`config.mk`:
```
export PLATFORM = sky130hd
export DESIGN_NAME = flash_cmd_striper
export DESIGN_NICKNAME = d
export VERILOG_FILES = /design/src/rtl/snoop_pkg.sv /design/src/rtl/snoop_fsm.sv /design/src/rtl/lane_striper.sv /design/src/rtl/flash_cmd_striper.sv
export SDC_FILE = /design/constraint.sdc
export NUM_CORES = 1
export LEC_CHECK = 0
export BUFFER_PORTS_ARGS = -buffer_cell sky130_fd_sc_hd__buf_2
export CORE_UTILIZATION = 44
export CTS_CLUSTER_SIZE = 28
export DETAILED_ROUTE_END_ITERATION = 8
export PLACE_DENSITY_LB_ADDON = 0.3
export SLEW_MARGIN = 5
export SYNTH_ARGS = -nofsm -noshare
export SYNTH_HDL_FRONTEND = slang
export SYNTH_SLANG_ARGS = --single-unit
```
`constraint.sdc`:
```
create_clock -name clk -period 5.47 [get_ports clk]
set_input_delay 0.547 -clock clk [delete_from_list [all_inputs] [get_ports clk]]
set_output_delay 0.547 -clock clk [all_outputs]
set_load 0.1 [all_outputs]
```
`src/rtl/snoop_pkg.sv`:
```
`timescale 1ns/1ps
package snoop_pkg;

  typedef enum logic [1:0] {
    SN_CHECK  = 2'd0,
    SN_PASS   = 2'd1,
    SN_COUNT  = 2'd2,
    SN_STRIPE = 2'd3
  } snoop_mode_e;

  localparam int SPAN_W = 3;

  // Number of duplicated beats that follow a command byte; 0 = unknown command.
  function automatic logic [SPAN_W-1:0] cmd_span(input logic [7:0] op);
    logic [SPAN_W-1:0] span;
    case (op)
      8'h03, 8'h02, 8'hA2, 8'h32: span = 3'd3;
      8'h0B, 8'h3B, 8'h6B, 8'hBB: span = 3'd4;
      8'hEB:                      span = 3'd6;
      default:                    span = 3'd0;
    endcase
    return span;
  endfunction

endpackage

```
`src/rtl/snoop_fsm.sv`:
```
`timescale 1ns/1ps
module snoop_fsm
  import snoop_pkg::*;
(
  input  logic        clk,
  input  logic        rst_n,
  input  logic        cs_any,
  input  logic        advance,
  input  logic [7:0]  cmd_byte,
  output snoop_mode_e mode
);

  snoop_mode_e       mode_q, mode_d;
  logic [SPAN_W-1:0] left_q, left_d;
  logic [SPAN_W-1:0] span;

  assign span = cmd_span(cmd_byte);
  assign mode = mode_q;

  always_comb begin
    mode_d = mode_q;
    left_d = left_q;
    if (!cs_any) begin
      mode_d = SN_CHECK;
      left_d = '0;
    end else if (advance) begin
      case (mode_q)
        SN_CHECK: begin
          if (span == '0) begin
            mode_d = SN_PASS;
          end else begin
            mode_d = SN_COUNT;
            left_d = span;
          end
        end
        SN_COUNT: begin
          if (left_q == SPAN_W'(1)) begin
            mode_d = SN_STRIPE;
            left_d = '0;
          end else begin
            left_d = left_q - SPAN_W'(1);
          end
        end
        default: begin
          mode_d = mode_q;
        end
      endcase
    end
  end

  always_ff @(posedge clk or negedge rst_n) begin
    if (!rst_n) begin
      mode_q <= SN_CHECK;
      left_q <= '0;
    end else begin
      mode_q <= mode_d;
      left_q <= left_d;
    end
  end

endmodule

```
`src/rtl/lane_striper.sv`:
```
`timescale 1ns/1ps
module lane_striper #(
  parameter int LANES   = 2,
  parameter bit INVERSE = 1'b0
) (
  input  logic [LANES*8-1:0] din,
  output logic [LANES*8-1:0] dout
);

  for (genvar j = 0; j < LANES; j++) begin : g_lane
    for (genvar k = 0; k < 8; k++) begin : g_bit
      if (INVERSE) begin : g_gather
        assign dout[LANES*k + j] = din[j*8 + k];
      end else begin : g_spread
        assign dout[j*8 + k] = din[LANES*k + j];
      end
    end
  end

endmodule

```
`src/rtl/flash_cmd_striper.sv`:
```
`timescale 1ns/1ps
module flash_cmd_striper
  import snoop_pkg::*;
#(
  parameter int LANES = 2,
  parameter int LVL_W = 9,
  localparam int BYTES_W = LANES * 8,
  localparam int CNT_W   = $clog2(LANES + 1)
) (
  input  logic               clk,
  input  logic               rst_n,
  input  logic               cs_any,
  input  logic               linear_mode,
  input  logic               beat_go,
  input  logic [LVL_W-1:0]   tx_level,
  input  logic [BYTES_W-1:0] tx_head,
  output logic               tx_pop,
  output logic [CNT_W-1:0]   tx_pop_cnt,
  output logic [BYTES_W-1:0] lane_out,
  output logic               lane_strobe,
  input  logic [BYTES_W-1:0] lane_in,
  input  logic [LVL_W-1:0]   rx_space,
  output logic               rx_push,
  output logic [CNT_W-1:0]   rx_push_cnt,
  output logic [BYTES_W-1:0] rx_data,
  output logic               ev_rx_overflow,
  output logic               ev_tx_underflow,
  output logic               striping
);

  snoop_mode_e        mode;
  logic               stripe_now;
  logic [CNT_W-1:0]   need;
  logic               have_tx, room_rx, fire;
  logic [BYTES_W-1:0] spread_tx, gather_rx, dup_tx;

  logic               push_d, ovf_d, unf_d;
  logic [CNT_W-1:0]   push_cnt_d;
  logic [BYTES_W-1:0] data_d;

  logic               push_q, ovf_q, unf_q;
  logic [CNT_W-1:0]   push_cnt_q;
  logic [BYTES_W-1:0] data_q;

  snoop_fsm u_fsm (
    .clk      (clk),
    .rst_n    (rst_n),
    .cs_any   (cs_any),
    .advance  (fire),
    .cmd_byte (tx_head[7:0]),
    .mode     (mode)
  );

  lane_striper #(.LANES(LANES), .INVERSE(1'b0)) u_spread (
    .din  (tx_head),
    .dout (spread_tx)
  );

  lane_striper #(.LANES(LANES), .INVERSE(1'b1)) u_gather (
    .din  (lane_in),
    .dout (gather_rx)
  );

  assign stripe_now = (mode == SN_STRIPE);
  assign need       = stripe_now ? CNT_W'(LANES) : CNT_W'(1);
  assign have_tx    = (tx_level >= LVL_W'(need));
  assign room_rx    = (rx_space >= LVL_W'(need));
  assign fire       = beat_go && have_tx;
  assign dup_tx     = {LANES{tx_head[7:0]}};

  assign tx_pop      = fire;
  assign tx_pop_cnt  = fire ? need : '0;
  assign lane_strobe = fire;
  assign lane_out    = fire ? (stripe_now ? spread_tx : dup_tx) : '0;
  assign striping    = stripe_now;

  always_comb begin
    push_d     = fire && room_rx;
    ovf_d      = fire && !room_rx;
    unf_d      = beat_go && !have_tx && !linear_mode;
    push_cnt_d = push_d ? need : '0;
    data_d     = stripe_now ? gather_rx : BYTES_W'(lane_in[7:0]);
  end

  always_ff @(posedge clk or negedge rst_n) begin
    if (!rst_n) begin
      push_q     <= 1'b0;
      ovf_q      <= 1'b0;
      unf_q      <= 1'b0;
      push_cnt_q <= '0;
    end else begin
      push_q     <= push_d;
      ovf_q      <= ovf_d;
      unf_q      <= unf_d;
      push_cnt_q <= push_cnt_d;
    end
  end

  always_ff @(posedge clk or negedge rst_n) begin
    if (!rst_n) begin
      data_q <= '0;
    end else if (push_d) begin
      data_q <= data_d;
    end
  end

  assign rx_push         = push_q;
  assign rx_push_cnt     = push_cnt_q;
  assign rx_data         = data_q;
  assign ev_rx_overflow  = ovf_q;
  assign ev_tx_underflow = unf_q;

endmodule

```
# Word-level counts from Yosys, hierarchy flattened
# Cells that the tools add are included.
# Widths: inputs -> output; s select.
totals:
  ff_bits: 26
  input_bits: 55
  wordCells: 57
op_classes:
  magnitude_cmp: 2
  muxes: 17
  n_addsub: 1
  n_eq_ne: 16
  n_reduce_logical: 14
ops:
  columns: ["operator", "n"]
  rows:
  - ["$mux 16", 3]
  - ["$eq 8x8->1 const B", 3]
  - ["$ge 9x2->1", 2]
  - ["$eq 8x2->1 const B", 2]
  - ["$eq 8x6->1 const B", 2]
  - ["$mux 2", 7]
  - ["$mux 3", 4]
  - ["$pmux 3 s3", 1]
  - ["$eq 8x4->1 const B", 1]
  - ["$eq 8x7->1 const B", 1]
  - ["$reduce_or 4->1", 2]
  - ["$pmux 3 s2", 1]
  - ["$reduce_and 3->1", 2]
  - ["$logic_and 1x1->1", 5]
  - ["$eq 2x2->1 const B", 2]
  - ["$pmux 2 s2", 1]
  - ["$eq 3x1->1 const B", 1]
  - ["$logic_not 1->1", 3]
  - ["$logic_not 3->1", 1]
  - ["$ne 3x1->1 const B", 1]
  - ["$ne 3x2->1 const B", 1]
  - ["$ne 3x3->1 const B", 1]
  - ["$sub 3x1->3 const B", 1]
  - ["$logic_not 2->1", 1]
  - ["$ne 2x1->1 const B", 1]

# Logic depth before layout (Yosys ltp)
# Gate-level depths: netlist (run 1).
depth:
  ltp_word: 8
  mapped_depth: 10

# Cells and area by module
# Synthesis (run 1) repeated with hierarchy kept, for this count alone.
unflattened:
  hier_cells: 227
  hier_area_um2: 2077.0
modules_own_cells:
  columns: ["module", "n_inst", "area_each_um2", "cells_per_inst"]
  rows:
  - ["flash_cmd_striper", 1, 1373.8, 146]
  - ["snoop_fsm", 1, 462.9, 49]
  - ["lane_striper", 2, 120.1, 16]

# Worst setup path before layout (run 1)
# Ideal clock, no wire load.
synth_path:
  path_kind: "flip-flop to output port"
  from: "register u_fsm.mode_q[1] (netlist: u_fsm.mode[1])"
  to: "output port lane_out[8]"
  arrival_time_ns: 3.403
  path_buffers: 1
  t_required_ns: 4.923
  slack_ns: 1.520
  path_stages_with_launch: 6
  cell_sequence: "dfrtp_1 > nand2_1 > inv_1 > clkbuf_1 > nand2_1 > a21oi_1"
synth_via:
  elab_chain_cells: 5
synth_lines:
  columns: ["item", "line_no", "text"]
  rows:
  - ["from (decl)", "snoop_fsm.sv:13", "snoop_mode_e mode_q, mode_d;"]
  - ["from (signal assigned)", "snoop_fsm.sv:56", "mode_q <= mode_d;"]
  - ["$eq 2x2->1 (*)", "flash_cmd_striper.sv:64", "assign stripe_now = (mode == SN_STRIPE);"]
  - ["net striping", "flash_cmd_striper.sv:28", "output logic striping"]
  - ["$mux 2", "flash_cmd_striper.sv:65", "assign need = stripe_now ? CNT_W'(LANES) : CNT_W'(1);"]
  - ["$ge 9x2->1", "flash_cmd_striper.sv:66", "assign have_tx = (tx_level >= LVL_W'(need));"]
  - ["$logic_and 1x1->1", "flash_cmd_striper.sv:68", "assign fire = beat_go && have_tx;"]
  - ["$mux 16 (*)", "flash_cmd_striper.sv:74", "assign lane_out = fire ? (stripe_now ? spread_tx : dup_tx) : '0;"]
  - ["to (decl)", "flash_cmd_striper.sv:19", "output logic [BYTES_W-1:0] lane_out,"]
# The timed path passes the listed nets; every way through them passes the cells marked *.

# Final worst setup path (run 1)
layout_path:
  from: "register u_fsm.mode_q[1] (netlist: u_fsm.mode[1])"
  to: "output port lane_out[13]"
layout_via:
  elab_chain_cells: 5
layout_lines:
  columns: ["item", "line_no"]
  rows:
  - ["$eq 2x2->1 (*)", "flash_cmd_striper.sv:64"]
  - ["$mux 2", "flash_cmd_striper.sv:65"]
  - ["$ge 9x2->1", "flash_cmd_striper.sv:66"]
  - ["$logic_and 1x1->1", "flash_cmd_striper.sv:68"]
  - ["$mux 16 (*)", "flash_cmd_striper.sv:74"]
# Every way passes the cells marked *; elsewhere a longest branch is shown, timed or not.

==> results of run 1 <==
## synthesized netlist by cell type
| cell | count | share of area (%) |
|---|---|---|
| a21oi_1 | 17 | 5.2 |
| a221o_1 | 1 | 0.61 |
| a31oi_1 | 1 | 0.38 |
| and3_1 | 1 | 0.38 |
| buf_1 | 1 | 0.23 |
| buf_4 | 2 | 0.91 |
| buf_6 | 1 | 0.68 |
| clkbuf_1 | 5 | 1.1 |
| dfrtp_1 | 26 | 40 |
| ha_1 | 6 | 4.6 |
| inv_1 | 19 | 4.3 |
| mux2_2 | 8 | 5.5 |
| mux2i_1 | 12 | 7.3 |
| nand2_1 | 59 | 13 |
| nand2_2 | 2 | 0.76 |
| nand2b_1 | 1 | 0.38 |
| nand3_1 | 1 | 0.30 |
| nand3b_1 | 1 | 0.46 |
| nand4b_1 | 2 | 1.1 |
| nor2_1 | 7 | 1.6 |
| nor2_2 | 1 | 0.38 |
| nor2b_1 | 2 | 0.76 |
| nor3_1 | 1 | 0.30 |
| nor3b_1 | 1 | 0.46 |
| nor3b_4 | 1 | 1.1 |
| nor4_1 | 4 | 1.5 |
| nor4b_1 | 1 | 0.53 |
| nor4bb_1 | 2 | 1.2 |
| o211ai_1 | 1 | 0.46 |
| o21a_1 | 1 | 0.46 |
| o21ai_0 | 4 | 1.2 |
| o22ai_1 | 1 | 0.38 |
| o311a_1 | 1 | 0.61 |
| o311ai_0 | 1 | 0.53 |
| o31a_1 | 1 | 0.53 |
| o31ai_1 | 1 | 0.46 |
| or3_1 | 1 | 0.38 |
## power breakdown
group          switching (mW)  leakage, nW  internal [mW]
combinational           0.150        0.808         0.0405
clock                  0.0544       0.0288         0.0642
sequential            0.00427        0.339          0.200
## layout make-up
type	instances	area, um^2
Timing Repair Buffer	96	480
Clock buffer	4	55.1
Fill cell	335	1280
Multi-Input combinational cell	144	876
Sequential cell	26	651
Tap cell	46	57.6
Inverter	19	71.3
## final timing paths
kind / start / to / slack (ns) / depth (start not counted)
max in group asynchronous: rst_n / rx_data[12]$_DFFE_PN0P_ / 4.85 / 1
hold reg to reg: rx_data[0]$_DFFE_PN0P_ / rx_data[0]$_DFFE_PN0P_ / 0.51 / 1
setup reg to reg: u_fsm.mode[1]$_DFFE_PN0P_ / rx_data[7]$_DFFE_PN0P_ / 2.44 / 8
min in group clk: linear_mode / ev_tx_underflow$_DFF_PN0_ / 0.45 / 2
setup / recovery: u_fsm.mode[1]$_DFFE_PN0P_ / lane_out[13] / 1.96 / 7
hold / removal: rst_n / ev_tx_underflow$_DFF_PN0_ / 0.26 / 1
## layer usage
metal | vias up | GRT usage (%) | routed length [um]
met3 | 4 | 4.89 | 260
met5 | - | 0 | 0
met2 | 59 | 34.7 | 1930
met1 | 729 | 24.9 | 1640
li1 | 845 | - | -
met4 | 0 | 2.56 | 25
## cells by family (layout without fill, tap and decap cells)
logic type	after synthesis	in the layout	synth area share, %
AO/OA/AOI/OAI	30	30	10.8
adder cells (fa/ha/maj)	6	6	4.56
buffers and inverters	28	119	7.29
flip-flops	26	26	39.5
multiplexers	20	20	12.8
AND/OR/NAND/NOR	88	88	25.1
## per-stage QoR
stage	setup slack (ns)	hold slack [ns]	cells	area, um^2
after floorplan	1.52	0.251	198	1650
after global placement	2.38	0.482	331	2140
after detailed placement	2.26	0.489	331	2140
after CTS	1.95	0.272	335	2190
after global routing	1.67	0.296	335	2190
final	1.96	0.257	335	2190
## sequential cells by signal (all words and copies together) (netlist names)
register,flops
rx_data,16
u_fsm.left_q,3
rx_push_cnt,2
u_fsm.mode,2
ev_rx_overflow,1
ev_tx_underflow,1
rx_push,1
## worst max-delay path: stages, from the launching register on
cell and delay, ns:
dfrtp_1 0.44, nand2_1 0.46, ha_1 0.48, inv_1 0.04
o211ai_1 0.33, nand2_2 0.28, a21oi_1 0.20, buf_2 0.45
==> run_results.csv, run 1 <==
group,metric,value,unit
critical_path,critPathMaxFanout,22,
timing,rsz0062_at_grt,"no",
clock_network,cts_max_path_buffers,2,
final_layout,finish.utilization,63.2,%
route,avgViaCountPerCell,4.89,
die,row_count,21,
final_layout,final_common_cell,"buf_2",
die,start_util,47.5,%
synth,syn_avg_cell_area,8.32,um^2
power,p_per_area,234,nW/um^2
global_route,grt_max_degree,34,
global_route,grt_antenna_before_repair,0,
power,power.total,0.514,mW
route,vias,1637,
route,drt_wl_total,3850,um
synth,netlist_area,1650,um^2
clock_network,cts_buffers,3,
final_layout,drive_gt1_share,38.8,%
die,coreArea,3470,um^2
global_route,grtUsageTotal,19.7,%
synth,synth_seq_cells,26,
route,ant_nets,0,
die,die_x,63.2,um
critical_path,path_class,"flop to output pin",
synth,seq_area_frac_synth,39.5,%
timing,max_freq,0.285,GHz
clock_network,cts_max_level,1,
power,p_leak,1.18,nW
global_route,grt_overflow,0,
timing,min_period,3.51,ns
synth,synth.distinct_cells,37,
clock_network,cts_resized,0,
route,drt_iter0_markers,44,
final_layout,nets,351,
timing,max_slew_margin,37.6,%
place,place_hpwl,3050,um
timing,hold_viol,0,
worst_hold_path,hp-class,"input port to async pin",
clock_network,post-cts-setup-buffer-count,0,
final_layout,diodes,0,
clock_network,clkSinkCount,26,
critical_path,cp-start-kind,"flop",
place,gp_congestion,0.837,
die,die-area,3990,um^2
timing,setup_violations,0,
clock_network,clkLatencyLatePin,0.26,ns
clock_network,cts_tree,"yes",
job,maxCapViolCount,0,
synth,synth.net_count,259,
timing,finClkSkew,0.00109,ns
route,drt-pass1-iter-count,4,
timing,fin_crit_sh,64.1,%
power,vdd_drop_max,0.177,mV
die,fp.dieH,63.2,um
clock_network,cts_root_buf,"clkbuf_8",
final_layout,syn_to_final_growth,33.1,%
die,io_pins,97,
route,wl_per_cell,11.5,um
critical_path,end_kind,"output pin",
synth,synth_cells,198,
global_route,grt_pass1_vias,1481,
synth,synth_warnings,0,
critical_path,worst_ep_arrival_time,2.96,ns
clock_network,cts_hold_buf,0,
critical_path,required,4.92,ns
route,drc,0,
status,status,"finished clean",
timing,tightestPinTransition,0.935,ns
timing,drv_slew,0,
timing,finalSetupTns,0,ns
final_layout,final_cell_mix,"buf_2 (96), nand2_1 (59), dfrtp_1 (26)",
place,io_buffer_count,96,
clock_network,path_clk_slew,0.08,ns
global_route,grt_pass1_wl,6350,um
Note: power is estimated with default switching activity, not from simulation.
==> run 2, diff against run 1 <==
--- a/config.mk
+++ b/config.mk
@@ -6,7 +6,7 @@
 export NUM_CORES = 1
 export LEC_CHECK = 0
 export BUFFER_PORTS_ARGS = -buffer_cell sky130_fd_sc_hd__buf_2
-export CORE_UTILIZATION = 44
+export CORE_UTILIZATION = 39
 export CTS_CLUSTER_SIZE = 28
 export DETAILED_ROUTE_END_ITERATION = 8
 export PLACE_DENSITY_LB_ADDON = 0.3
==> constraint.sdc (replaced) <==
create_clock -name clk -period 2.9 [get_ports clk]
set_input_delay 0.29 -clock clk [delete_from_list [all_inputs] [get_ports clk]]
set_output_delay 0.29 -clock clk [all_outputs]
set_load 0.1 [all_outputs]
==> run 2 against run 1 <==
  * Clock skew is 0.0011 ns higher
  * Worst setup slack got worse by 1.7 ns
  * Register-to-register slack worse by 2.0 ns
  * Sequential share of layout area shrank 5.1 points
  * Design area increased by 21%
  * Routed wire length increased by 17%
  * Clock-buffer cell count unchanged
  * Critical path depth grew 1
  * Total power grew 100%
  * Combinational power grew 130%
  * Core utilization is 2.5 points higher
  * Critical endpoint is now lane_out[6]
==> run_results.csv, run 2 (synthesized netlist as in run 1, its figures left out) <==
group,metric,value,unit
global_route,grt_max_degree,27,
clock_network,clkSinkCount,26,
power,clockPowerShare,22.0,%
timing,rsz0062_at_grt,"no",
critical_path,worst-path-buf-inv,2,
route,drt-pass1-iter-count,4,
power,p_int,0.627,mW
critical_path,critPathMaxFanout,11,
worst_hold_path,hp-class,"input port to async pin",
clock_network,clkLatencyLatePin,0.26,ns
clock_network,cts_max_path_buffers,2,
die,start_util,40.9,%
final_layout,drive_gt1_share,44.0,%
power,vdd_drop_max,0.284,mV
critical_path,end_kind,"output pin",
global_route,grt_pass1_vias,1600,
power,switching_share,40.2,%
timing,hold_viol,0,
power,combPwrFrac,41.2,%
route,ant_nets,0,
clock_network,path_clk_slew,0.09,ns
place,gp_congestion,0.875,
clock_network,cts_tree,"yes",
final_layout,largest_reg_flops,16,
route,drc,0,
power,p_per_area,396,nW/um^2
global_route,grt_pass1_wl,7070,um
final_layout,nets,355,
critical_path,slowest_stage,"dfrtp_1",
timing,max_freq,0.373,GHz
timing,whs,0.0116,ns
die,die_x,67.0,um
critical_path,cp_cell_sequence,"nand2_2 -> ha_1 -> nor2b_1 -> o211ai_1 -> nand2_4 -> buf_4 -> a21oi_1 -> buf_12",
timing,drv_slew,0,
route,vias,1694,
final_layout,final_common_cell,"buf_2",
critical_path,crit_path_max_incr_delay,0.46,ns
critical_path,cp_top_family,"compound AO/OA/AOI/OAI gates",
place,io_buffer_count,96,
place,place_hpwl,3500,um
route,wl_per_cell,13.1,um
global_route,grtUsageTotal,20.8,%
power,p_seq_share,36.9,%
clock_network,cts_hold_buf,0,
final_layout,final_cell_mix,"buf_2 (75), nand2_1 (58), dfrtp_1 (26)",
job,maxCapViolCount,0,
timing,max_slew_margin,61.5,%
die,io_pins,97,
critical_path,required,2.61,ns
route,drt_wl_total,4500,um
route,avgViaCountPerCell,4.94,
final_layout,diodes,0,
clock_network,cts_root_buf,"clkbuf_8",
die,coreArea,4030,um^2
final_layout,syn_to_final_growth,60.7,%
final_layout,finish.utilization,65.7,%
timing,tightestPinTransition,0.577,ns
die,fp.dieH,67.0,um
die,row_count,23,
critical_path,path_class,"flop to output pin",
global_route,grt_overflow,0,
timing,finClkSkew,0.00216,ns
status,status,"finished clean",
timing,setup_violations,0,
route,drt_iter0_markers,101,
die,die-area,4490,um^2
clock_network,cts_max_level,1,
timing,fin_crit_sh,92.4,%
clock_network,cts_buffers,3,
global_route,grt_antenna_before_repair,0,
critical_path,cp-start-kind,"flop",
timing,min_period,2.68,ns
power,p_leak,1.29,nW
critical_path,worst_ep_arrival_time,2.39,ns
power,net-switching-power,0.421,mW
==> run 2: cell type report <==
| type | instances | area [um^2] |
|---|---|---|
| Fill cell | 347 | 1380 |
| Multi-Input combinational cell | 144 | 977 |
| Timing Repair Buffer | 100 | 826 |
| Sequential cell | 26 | 651 |
| Inverter | 19 | 75.1 |
| Tap cell | 50 | 62.6 |
| Clock buffer | 4 | 55.1 |
==> run 2: what timing repair did <==
action                     4_1_cts  5_1_grt
buffers inserted                 0        1
resized for setup                0        4
setup endpoints to repair        0       11
==> run 2: path summary, 6_finish.rpt <==
| kind | startpoint | end | slack, ns | cells after the start |
|---|---|---|---|---|
| worst max-delay path | u_fsm.mode[1]$_DFFE_PN0P_ | lane_out[6] | 0.22 | 8 |
| worst min-delay path | rst_n | rx_data[5]$_DFFE_PN0P_ | 0.01 | 1 |
| worst max register to register | u_fsm.mode[1]$_DFFE_PN0P_ | rx_data[7]$_DFFE_PN0P_ | 0.41 | 9 |
| worst min register to register | rx_data[0]$_DFFE_PN0P_ | rx_data[0]$_DFFE_PN0P_ | 0.52 | 1 |
| max in group asynchronous | rst_n | u_fsm.left_q[1]$_DFFE_PN0P_ | 2.50 | 1 |
| min in group clk | linear_mode | ev_tx_underflow$_DFF_PN0_ | 0.19 | 2 |
==> run 2: through the flow <==
stage	cells	power, mW	setup TNS [ns]	cell area [um^2]	setup WS, ns
3_3_place_gp	338	0.819	0	2570	0.400
6_report	343	1.05	0	2650	0.220
3_5_place_dp	338	0.823	0	2570	0.312
5_1_grt	343	1.09	0	2650	0.115
4_1_cts	342	1.05	0	2620	0.0104
2_1_floorplan	198	0.680	-4.48	1740	-0.502
==> run 2: power groups by stage <==
| stage | combinational, mW | clock, mW | sequential, mW |
|---|---|---|---|
| 4_1_cts | 0.431 | 0.234 | 0.386 |
| 2_1_floorplan | 0.184 | 0 | 0.496 |
| 3_3_place_gp | 0.426 | 0 | 0.393 |
| 3_5_place_dp | 0.430 | 0 | 0.393 |
| 5_1_grt | 0.451 | 0.250 | 0.388 |
| 6_report | 0.432 | 0.230 | 0.386 |
==> run 2: per-layer routing <==
layer	vias up	GRT usage, %	wire length [um]
li1	854	-	-
met1	792	24.7	1950
met2	46	38.0	2310
met3	2	4.97	214
met4	0	3.19	25
met5	-	0	0
